==> config.mk <==
export PLATFORM = sky130hd
export DESIGN_NAME = irq_vector_ctrl
export DESIGN_NICKNAME = d
export VERILOG_FILES = /design/src/rtl/irq_pkg.sv /design/src/rtl/irq_flag_bank.sv /design/src/rtl/irq_prio_sel.sv /design/src/rtl/irq_vector_ctrl.sv
export SDC_FILE = /design/constraint.sdc
export NUM_CORES = 1
export LEC_CHECK = 0
export ABC_CLOCK_PERIOD_IN_PS = 1550
export BUFFER_PORTS_ARGS = -buffer_cell sky130_fd_sc_hd__buf_2
export CAP_MARGIN = 20
export CORE_UTILIZATION = 40
export DETAILED_ROUTE_END_ITERATION = 8
export PLACE_DENSITY = 0.79
export SYNTH_ARGS = -nofsm -noshare
export SYNTH_HDL_FRONTEND = slang
export SYNTH_SLANG_ARGS = --single-unit
==> constraint.sdc <==
create_clock -name clk -period 1.55 [get_ports clk]
set_input_delay 0 -clock clk [delete_from_list [all_inputs] [get_ports clk]]
set_output_delay 0 -clock clk [all_outputs]
set_load 0.05 [all_outputs]
==> src/rtl/irq_pkg.sv <==
// Package irq_pkg
// Holds the sizing constants and the entry-address table of the
// interrupt controller. Assumes at most FLAGS_PER_REG <= NUM_SRC.
package irq_pkg;
    parameter int NUM_SRC       = 5;
    parameter int FLAGS_PER_REG = 4;
    parameter int ADDR_W        = 2;
    parameter int VEC_W         = 12;

    localparam int DATA_W        = NUM_SRC;
    localparam int NUM_FLAG_REGS = (NUM_SRC + FLAGS_PER_REG - 1) / FLAGS_PER_REG;
    localparam int REG_MASK      = NUM_FLAG_REGS;
    localparam int REG_GIE       = NUM_FLAG_REGS + 1;
    localparam int IDX_W         = (NUM_SRC > 1) ? $clog2(NUM_SRC) : 1;

    typedef logic [IDX_W-1:0] src_idx_t;
    typedef logic [VEC_W-1:0] vec_t;

    // Entry address of a source; higher index means higher priority.
    function automatic vec_t entry_of(input src_idx_t idx);
        case (idx)
            3'd0:    entry_of = 12'h102;
            3'd1:    entry_of = 12'h104;
            3'd2:    entry_of = 12'h106;
            3'd3:    entry_of = 12'h10A;
            default: entry_of = 12'h10E;
        endcase
    endfunction
endpackage

==> src/rtl/irq_flag_bank.sv <==
// Module irq_flag_bank
// Holds one pending flag per source. An event sets its flag, and a
// clear strobe for a register group clears all flags of that group.
// The set wins over the clear. Assumes clr_grp is already decoded
// from a bus read.
module irq_flag_bank
    import irq_pkg::*;
(
    input  logic                     clk,
    input  logic                     rst_n,
    input  logic [NUM_SRC-1:0]       src_evt,
    input  logic [NUM_FLAG_REGS-1:0] clr_grp,
    output logic [NUM_SRC-1:0]       flags
);
    // Update every flag: set on event, else clear on group read.
    always_ff @(posedge clk) begin
        if (!rst_n) begin
            flags <= '0;
        end else begin
            for (int i = 0; i < NUM_SRC; i++) begin
                if (src_evt[i])
                    flags[i] <= 1'b1;
                else if (clr_grp[i / FLAGS_PER_REG])
                    flags[i] <= 1'b0;
            end
        end
    end

    for (genvar g = 0; g < NUM_SRC; g++) begin : g_chk
        localparam int GRP = g / FLAGS_PER_REG;

        p_evt_sets_flag_r2: assert property (@(posedge clk) disable iff (!rst_n)
            src_evt[g] |=> flags[g]);

        p_read_clears_r4: assert property (@(posedge clk) disable iff (!rst_n)
            (clr_grp[GRP] && !src_evt[g]) |=> !flags[g]);

        p_set_beats_clear_r9: assert property (@(posedge clk) disable iff (!rst_n)
            (clr_grp[GRP] && src_evt[g]) |=> flags[g]);
    end
endmodule

==> src/rtl/irq_prio_sel.sv <==
// Module irq_prio_sel
// Fixed-priority selector: reports whether any source is pending and
// the index of the highest-numbered one. Purely combinational.
module irq_prio_sel
    import irq_pkg::*;
(
    input  logic [NUM_SRC-1:0] pending,
    output logic               any,
    output src_idx_t           idx
);
    // Scan upward so the highest pending index is the one kept.
    always_comb begin
        any = 1'b0;
        idx = '0;
        for (int i = 0; i < NUM_SRC; i++) begin
            if (pending[i]) begin
                any = 1'b1;
                idx = src_idx_t'(i);
            end
        end
    end
endmodule

==> src/rtl/irq_vector_ctrl.sv <==
// Module irq_vector_ctrl
// Top of the interrupt controller: register decode, mask and global
// enable, the request output and the entry-address latch. Assumes a
// single-cycle irq_ack and that bus_wr and bus_rd are not both high.
module irq_vector_ctrl
    import irq_pkg::*;
(
    input  logic               clk,
    input  logic               rst_n,
    input  logic [NUM_SRC-1:0] src_evt,
    input  logic               bus_wr,
    input  logic               bus_rd,
    input  logic [ADDR_W-1:0]  bus_addr,
    input  logic [DATA_W-1:0]  bus_wdata,
    output logic [DATA_W-1:0]  bus_rdata,
    input  logic               irq_ack,
    output logic               irq_req,
    output logic [VEC_W-1:0]   irq_vec
);
    logic [NUM_SRC-1:0]       flags;
    logic [NUM_SRC-1:0]       mask_q;
    logic                     gie_q;
    logic [NUM_FLAG_REGS-1:0] clr_grp;
    logic [NUM_SRC-1:0]       pending;
    logic                     sel_any;
    src_idx_t                 sel_idx;
    vec_t                     vec_q;

    // Decode a read of a flag register into a group clear strobe.
    always_comb begin
        for (int g = 0; g < NUM_FLAG_REGS; g++)
            clr_grp[g] = bus_rd && (int'(bus_addr) == g);
    end

    irq_flag_bank u_flags (
        .clk     (clk),
        .rst_n   (rst_n),
        .src_evt (src_evt),
        .clr_grp (clr_grp),
        .flags   (flags)
    );

    assign pending = flags & mask_q;

    irq_prio_sel u_sel (
        .pending (pending),
        .any     (sel_any),
        .idx     (sel_idx)
    );

    // Mask register, written at its own address.
    always_ff @(posedge clk) begin
        if (!rst_n)
            mask_q <= '0;
        else if (bus_wr && int'(bus_addr) == REG_MASK)
            mask_q <= bus_wdata;
    end

    // Global enable: cleared by acknowledge, which beats a write.
    always_ff @(posedge clk) begin
        if (!rst_n)
            gie_q <= 1'b0;
        else if (irq_ack)
            gie_q <= 1'b0;
        else if (bus_wr && int'(bus_addr) == REG_GIE)
            gie_q <= bus_wdata[0];
    end

    // Entry address latch, loaded only on acknowledge with a winner.
    always_ff @(posedge clk) begin
        if (!rst_n)
            vec_q <= '0;
        else if (irq_ack && sel_any)
            vec_q <= entry_of(sel_idx);
    end

    // Read mux for the addressed register.
    always_comb begin
        bus_rdata = '0;
        if (int'(bus_addr) == REG_MASK) begin
            bus_rdata = mask_q;
        end else if (int'(bus_addr) == REG_GIE) begin
            bus_rdata[0] = gie_q;
        end else begin
            for (int i = 0; i < NUM_SRC; i++)
                if ((i / FLAGS_PER_REG) == int'(bus_addr))
                    bus_rdata[i % FLAGS_PER_REG] = flags[i];
        end
    end

    assign irq_req = gie_q && sel_any;
    assign irq_vec = vec_q;

    p_ack_clears_gie_r5: assert property (@(posedge clk) disable iff (!rst_n)
        irq_ack |=> !gie_q);

    p_req_drops_after_ack_r5: assert property (@(posedge clk) disable iff (!rst_n)
        irq_ack |=> !irq_req);

    p_vec_hold_r8: assert property (@(posedge clk) disable iff (!rst_n)
        !irq_ack |=> $stable(irq_vec));

    p_sel_is_pending_r7: assert property (@(posedge clk) disable iff (!rst_n)
        sel_any |-> pending[sel_idx]);

    p_vec_in_set_r7: assert property (@(posedge clk) disable iff (!rst_n)
        (irq_ack && sel_any) |=> (irq_vec == 12'h102 || irq_vec == 12'h104 ||
                                  irq_vec == 12'h106 || irq_vec == 12'h10A ||
                                  irq_vec == 12'h10E));
endmodule

After elaboration in Yosys (flattened, before gate mapping):

Index checks and enable logic that the tools add are counted.

* word-level logic and storage cells: 57
* input port bits: 17
* register bits: 23

* reductions and logical operators: 14
* muxes and demuxes: 26
* eq/ne operators: 7
* bitwise logic cells: 2

Operator list (number)
* $mux 1: 20
* $pmux 4 s4: 1
* $reduce_bool 2->1: 5
* $eq 3x2->1 const B: 2
* $logic_and 1x1->1: 6
* $mux 3: 2
* $and 5x5->5: 1
* $eq 2x2->1 const B: 2
* $mux 2: 2
* $mux 4: 1
* $eq 3x1->1 const B: 1
* $logic_not 3->1: 1
* $eq 2x1->1 const B: 1
* $eq 2x2->1 const A: 1
* $logic_not 2->1: 1
* $reduce_or 2->1: 1
* $not 1->1: 1

Longest topological paths before layout:

Gate-level depths: netlist of run 1.

* word-level depth: 7
* depth in mapped cells: 4
* gate-level depth less buffers: 3

Modules after synthesis:

A second synthesis of run 1 with hierarchy kept.

* cells, all modules: 96
* area, all modules: 852.1 sq um

By module, submodules not included
* irq_vector_ctrl: cells an instance 73, sequential area each 200.2 sq um, instances 1, area each 640.6 sq um
* irq_flag_bank: cells an instance 15, sequential area each 100.1 sq um, instances 1, area each 168.9 sq um
* irq_prio_sel: cells an instance 8, sequential area each 0.0 sq um, instances 1, area each 42.5 sq um

Worst setup path after synthesis of run 1:

OpenSTA, ideal clock, no wires.

* path kind: register to output
* start: reg mask_q[1]
* end: out irq_req
* cell stages (with the launch flop): 3
* arrival: 1.632 ns
* path slack: -0.082 ns
* cell sequence: dfxtp_1 a222oi_1 a21boi_0

* word-level cells in the longest chain between the ends: 6

RTL lines
* from (decl): line irq_vector_ctrl.sv:21 `logic [NUM_SRC-1:0] mask_q;`
* from (signal assigned): line irq_vector_ctrl.sv:56 `mask_q <= bus_wdata;`
* $and 5x5->5: line irq_vector_ctrl.sv:43 `assign pending = flags & mask_q;`
* $mux 1 (4 in a row): line irq_prio_sel.sv:16 `if (pending[i]) begin`
* $logic_and 1x1->1: line irq_vector_ctrl.sv:91 `assign irq_req = gie_q && sel_any;`
* to (decl): line irq_vector_ctrl.sv:17 `output logic irq_req,`

Every way passes these cells.

Worst setup path after layout of run 1:

* start: reg u_flags.flags[2]
* end: out irq_req

* word-level cells in the longest chain between the ends: 5

RTL lines
* from (decl): line irq_flag_bank.sv:13 `output logic [NUM_SRC-1:0] flags`
* from (signal assigned): line irq_flag_bank.sv:18 `flags <= '0;`
* from (signal, indexed assignment): line irq_flag_bank.sv:22 `flags[i] <= 1'b1;`
* from (signal, indexed assignment): line irq_flag_bank.sv:24 `flags[i] <= 1'b0;`
* $and 5x5->5: line irq_vector_ctrl.sv:43
* $mux 1 (3 in a row): line irq_prio_sel.sv:16
* $logic_and 1x1->1: line irq_vector_ctrl.sv:91

Every way passes these cells.

==> reports/metrics.yaml, run 1 <==
outcome: "finished, final reports clean"
required_ns: 1.55
synth_top_area_cell: "dfxtp_1"
antenna_cells: 0
port_buffers: 26
cts_resized: 0
cts_tree: "built"
clkSinkCount: 15
initial_core_util_pct: 42.56
grt_pass1_vias: 596
power_density_nw_per_um2: 828.3
synthDistinctLibCells: 26
layout.nets: 136
vias: 678
root_buffer: "clkbuf_4"
syn_area_per_cell_um2: 9.087
synth_area_leaders: "dfxtp_1, mux2i_1, buf_4"
syn_to_final_growth_pct: 35.80
first_iter_violations: 27
fp.dieH_um: 44.63
synth_top_area_share_pct: 41.31
post_drt_wl_per_cell_um: 10.85
max_clock_freq_mhz: 684.7
fin_setup_tns_ns: 0
layout_commonest_cell: "buf_2"
cts_buffers: 3
dieArea_um2: 1992
grtUsageTotal_pct: 16.53
fin_crit_ns: 1.460
first_pass_iters: 4
cp_cell_sequence: "a222oi_1 > a21boi_1 > buf_2"
hold_buffers: 12
cts.path.max_buffers: 2
hp-class: "in -> reg"
final_cell_mix: "buf_2, dfxtp_1, nor2_1"
core_um2: 1708
finClkSkew_ns: 0.003768
synthCells: 80
maxSlewViolCount: 0
yosysSeqAreaShare_pct: 41.31
cp_max_fo: 4
crit_path_top_delay_cell: "a222oi_1"
clk_pin_slew_ns: 0.08
grt_antenna_before_repair: 0
cp_slowest_stage_delay_ns: 0.50
start_kind: "register"
ys_warn_count: 0
cap_violations: 0
rows: 15
cts-htree-levels: 1
p_leak_nw: 0.4832
finalHoldViolCount: 0
period_share_pct: 94.22
whs_ns: 0.06599
drc: 0
num-fill-cells: 164
ios: 35
vias_per_cell: 4.741
drive_above_1_share_pct: 25.42
die_w_um: 44.63
ant_nets: 0
post_cts_buffers: 0
hpwl_um: 1134
setup_violations: 0
grt_pass1_wl_um: 2435
arrival_ns: 1.46
gr-total-overflow: 0
drt_wl_total_um: 1551
synth_seq_cells: 15
synth_area_um2: 726.9
peakVddDrop_v: 0.0005113
place_congestion: 0.7719
clock_latency_ns: 0.27
grt_max_degree: 14
end_kind: "primary output"
critical_path_class: "reg -> out"
rsz0062_at_grt: "false"
Yosys cell counts:
cell type	count
nand4_1	1
or3b_1	1
a21oi_1	7
buf_2	2
o21a_1	1
nand2_1	2
nor3_1	1
mux4_2	1
nand2b_1	1
a22oi_1	2
buf_4	8
inv_1	2
nor2_1	13
nand3b_1	2
clkbuf_1	1
dfxtp_1	15
o21ai_0	2
a31oi_1	1
a222oi_1	1
mux2i_1	9
nand3_1	2
o221a_1	1
a21boi_0	1
a221o_1	1
conb_1	1
and3b_1	1
through the flow:
stage / area [um2] / utilization, % / setup slack (ns) / std cells / total power [mW]
2_1_floorplan: 753.2 / - / 0.2883 / 87 / 0.5685
3_3_place_gp: 840.8 / 49.23 / 0.2869 / 127 / 0.5916
3_5_place_dp: 840.8 / 49.23 / 0.2624 / 127 / 0.5936
4_1_cts: 987.2 / 57.80 / 0.1092 / 143 / 0.8270
5_1_grt: 987.2 / 57.80 / 0.03739 / 143 / 0.8632
6_report: 987.2 / 57.80 / 0.08960 / 143 / 0.8177
registers in the layout (all words and copies together), names as in the netlist:
signal and count:
u_flags.flags 5, mask_q 5, irq_vec 4, gie_q 1
final timing paths:
kind	to	slack, ns	cells after the start	startpoint
max	irq_req	0.09	3	u_flags.flags[2]
min	u_flags.flags[4]	0.07	4	bus_rd
max reg2reg	irq_vec[1]	0.20	3	u_flags.flags[2]
min reg2reg	irq_vec[8]	0.47	1	irq_vec[8]
critical path, delay by kind of cell, from the launching register on:
family,cells,cell delay (ns)
AO/OA/AOI/OAI,2,0.62
flip-flops,1,0.35
buffers and inverters,1,0.23
kinds of logic (layout without fill, tap and decap cells):
family	after synthesis	after routing	share of synthesized area (%)
compound gates	17	17	15.49
mux	10	10	15.49
flops	15	15	41.31
other cells	1	8	0.5159
simple gates	24	24	16.01
buf+inv	13	44	11.19
metal layers:
layer | vias up | global-route usage, % | share of wire, %
met1 | 308 | 21.20 | 48
li1 | 342 | - | -
met5 | - | 0 | 0
met4 | 0 | 5.455 | 0.64
met3 | 2 | 2.449 | 4.6
met2 | 26 | 28.24 | 47
power breakdown:
group          total, mW  leakage [nW]  internal (mW)  switching (mW)
registers          0.422         0.123          0.403          0.0188
logic              0.187         0.345         0.0664           0.120
clock network      0.209        0.0150         0.0995           0.110
total              0.818         0.483          0.569           0.249
cell type report:
type | instances | area, um2 | share of cell area, %
multi-input cells | 59 | 371.6 | 37.64
well taps | 25 | 31.28 | 3.169
clock buffers | 4 | 26.28 | 2.662
inverters | 2 | 7.507 | 0.7605
repair buffers | 38 | 250.2 | 25.35
flip-flops and latches | 15 | 300.3 | 30.42
Note: power is estimated with default switching activity, not from simulation.
==> run 2, diff against run 1 <==
- BUFFER_PORTS_ARGS: -buffer_cell sky130_fd_sc_hd__buf_2 -> -buffer_cell sky130_fd_sc_hd__buf_4
- CORE_UTILIZATION: 40 -> 44
- PLACE_DENSITY: 0.79 -> 0.85
==> reports/metrics.yaml, run 2 (synthesis gave the netlist of run 1 again) <==
placed_area_um2: 894.6  # +6.4%
grt_max_degree: 14  # unchanged
p_leak_nw: 0.4996  # +3.4%
setup_violations: 0  # unchanged
hpwl_um: 1224  # +7.9%
grt_antenna_before_repair: 0  # unchanged
post-route-util_pct: 68.39  # +11 points
power_density_nw_per_um2: 819.7  # -1.0%
cp_slowest_stage_delay_ns: 0.50  # about the same
drive_above_1_share_pct: 26.27  # +0.85 points
dieArea_um2: 1819  # -8.7%
die_w_um: 42.65  # -4.4%
drt_wl_total_um: 1781  # +15%
outcome: "finished, final reports clean"
clkSinkCount: 15  # unchanged
fin_area_um2: 1042  # +5.6%
ant_nets: 0  # unchanged
syn_to_final_growth_pct: 43.37
rows: 14  # -1
root_buffer: "clkbuf_4"
drc: 0  # unchanged
cts_resized: 0  # unchanged
start_kind: "register"
first_iter_violations: 48  # +78%
vias_per_cell: 5.418  # +14%
finalHoldViolCount: 0  # unchanged
required_ns: 1.55  # about the same
layout.nets: 136  # unchanged
period_share_pct: 95.32  # +1.1 points
grtUsageTotal_pct: 22.47  # +5.9 points
cts-htree-levels: 1  # unchanged
arrival_ns: 1.48  # +0.02 ns
first_pass_iters: 4  # unchanged
core_um2: 1524  # -11%
max_clock_freq_mhz: 676.8  # -1.2%
fin_setup_tns_ns: 0  # unchanged
grt_pass1_wl_um: 3098  # +27%
numPlacedInstances: 118  # -7.1%
vias: 726  # +7.1%
grt_pass1_vias: 720  # +21%
place_congestion: 0.8902  # +15%
cts_tree: "built"
rsz0062_at_grt: "false"
clock_latency_ns: 0.29  # +0.02 ns
path_delay_family: "compound AO/OA/AOI/OAI gates"
hold_buffers: 12  # unchanged
finClkSkew_ns: 0.01108  # +0.007310 ns
clk_pin_slew_ns: 0.10  # +0.02 ns
port_buffers: 26  # unchanged
cp_cell_sequence: "a222oi_1 > a21boi_1 > buf_4"
final_cell_mix: "buf_4, dfxtp_1, nor2_1"
layout_commonest_cell: "buf_4"
cts.path.max_buffers: 2  # unchanged
cp_num_buf_inv: 1  # unchanged
crit_path_top_delay_cell: "a222oi_1"
final_cells: 134  # -6.3%
initial_core_util_pct: 47.70  # +5.1 points
maxSlewViolCount: 0  # unchanged
post_cts_buffers: 0  # unchanged
cp_max_fo: 4  # unchanged
gr-total-overflow: 0  # unchanged
ios: 35  # unchanged
cap_violations: 0  # unchanged
cts_buffers: 3  # unchanged
peakVddDrop_v: 0.0006605  # +29%
antenna_cells: 0  # unchanged
critical_path_class: "reg -> out"
fp.dieH_um: 42.65  # -4.4%
end_kind: "primary output"
hp-class: "in -> reg"
fin_crit_ns: 1.477  # +0.01705 ns
post_drt_wl_per_cell_um: 13.29  # +23%
[run 2: metrics by stage]
stage / hold WS [ns] / total power, mW / setup WS (ns)
global placement: 0.1985 / 0.6086 / 0.2877
global route: 0.09624 / 0.8879 / 0.01790
floorplan: 0.07931 / 0.5685 / 0.2883
CTS: 0.07575 / 0.8499 / 0.1240
finish: 0.07396 / 0.8543 / 0.07256
detailed placement: 0.2000 / 0.6126 / 0.2694
[run 2: worst paths after layout]
check | start | end | cells after the start | slack (ns)
worst max-delay path | u_flags.flags[2] | irq_req | 3 | 0.07
worst min-delay path | bus_rd | u_flags.flags[4] | 4 | 0.07
worst max register to register | u_flags.flags[2] | irq_vec[1] | 3 | 0.18
worst min register to register | irq_vec[3] | irq_vec[3] | 2 | 0.50
[run 2: layer usage]
layer,part of all wire (%),GRT usage [%],vias up
met4,2.2,9.375,0
met3,6.5,4.310,7
li1,-,-,343
met5,0,0,-
met2,51,38.48,38
met1,40,27.01,338
[run 2: final cells by class]
class	count	area, um2
fill	131	481.7
multi-input combinational	59	371.6
timing repair buffer	38	315.3
tap	16	20.02
sequential	15	300.3
clock inverter	1	5.005
clock buffer	3	22.52
inverter	2	7.507
[run 2: where the power goes]
part	leakage, nW	internal [mW]	switching [mW]	total [mW]
clock network	0.0177	0.0958	0.128	0.224
registers	0.123	0.403	0.0190	0.422
logic	0.359	0.0832	0.125	0.208
total	0.500	0.582	0.272	0.854
[run 2: tightest hold or removal path, cell delays in order]
cell	delay, ns
buf_4	0.11
nand3b_1	0.08
a21oi_1	0.06
nor2_1	0.07
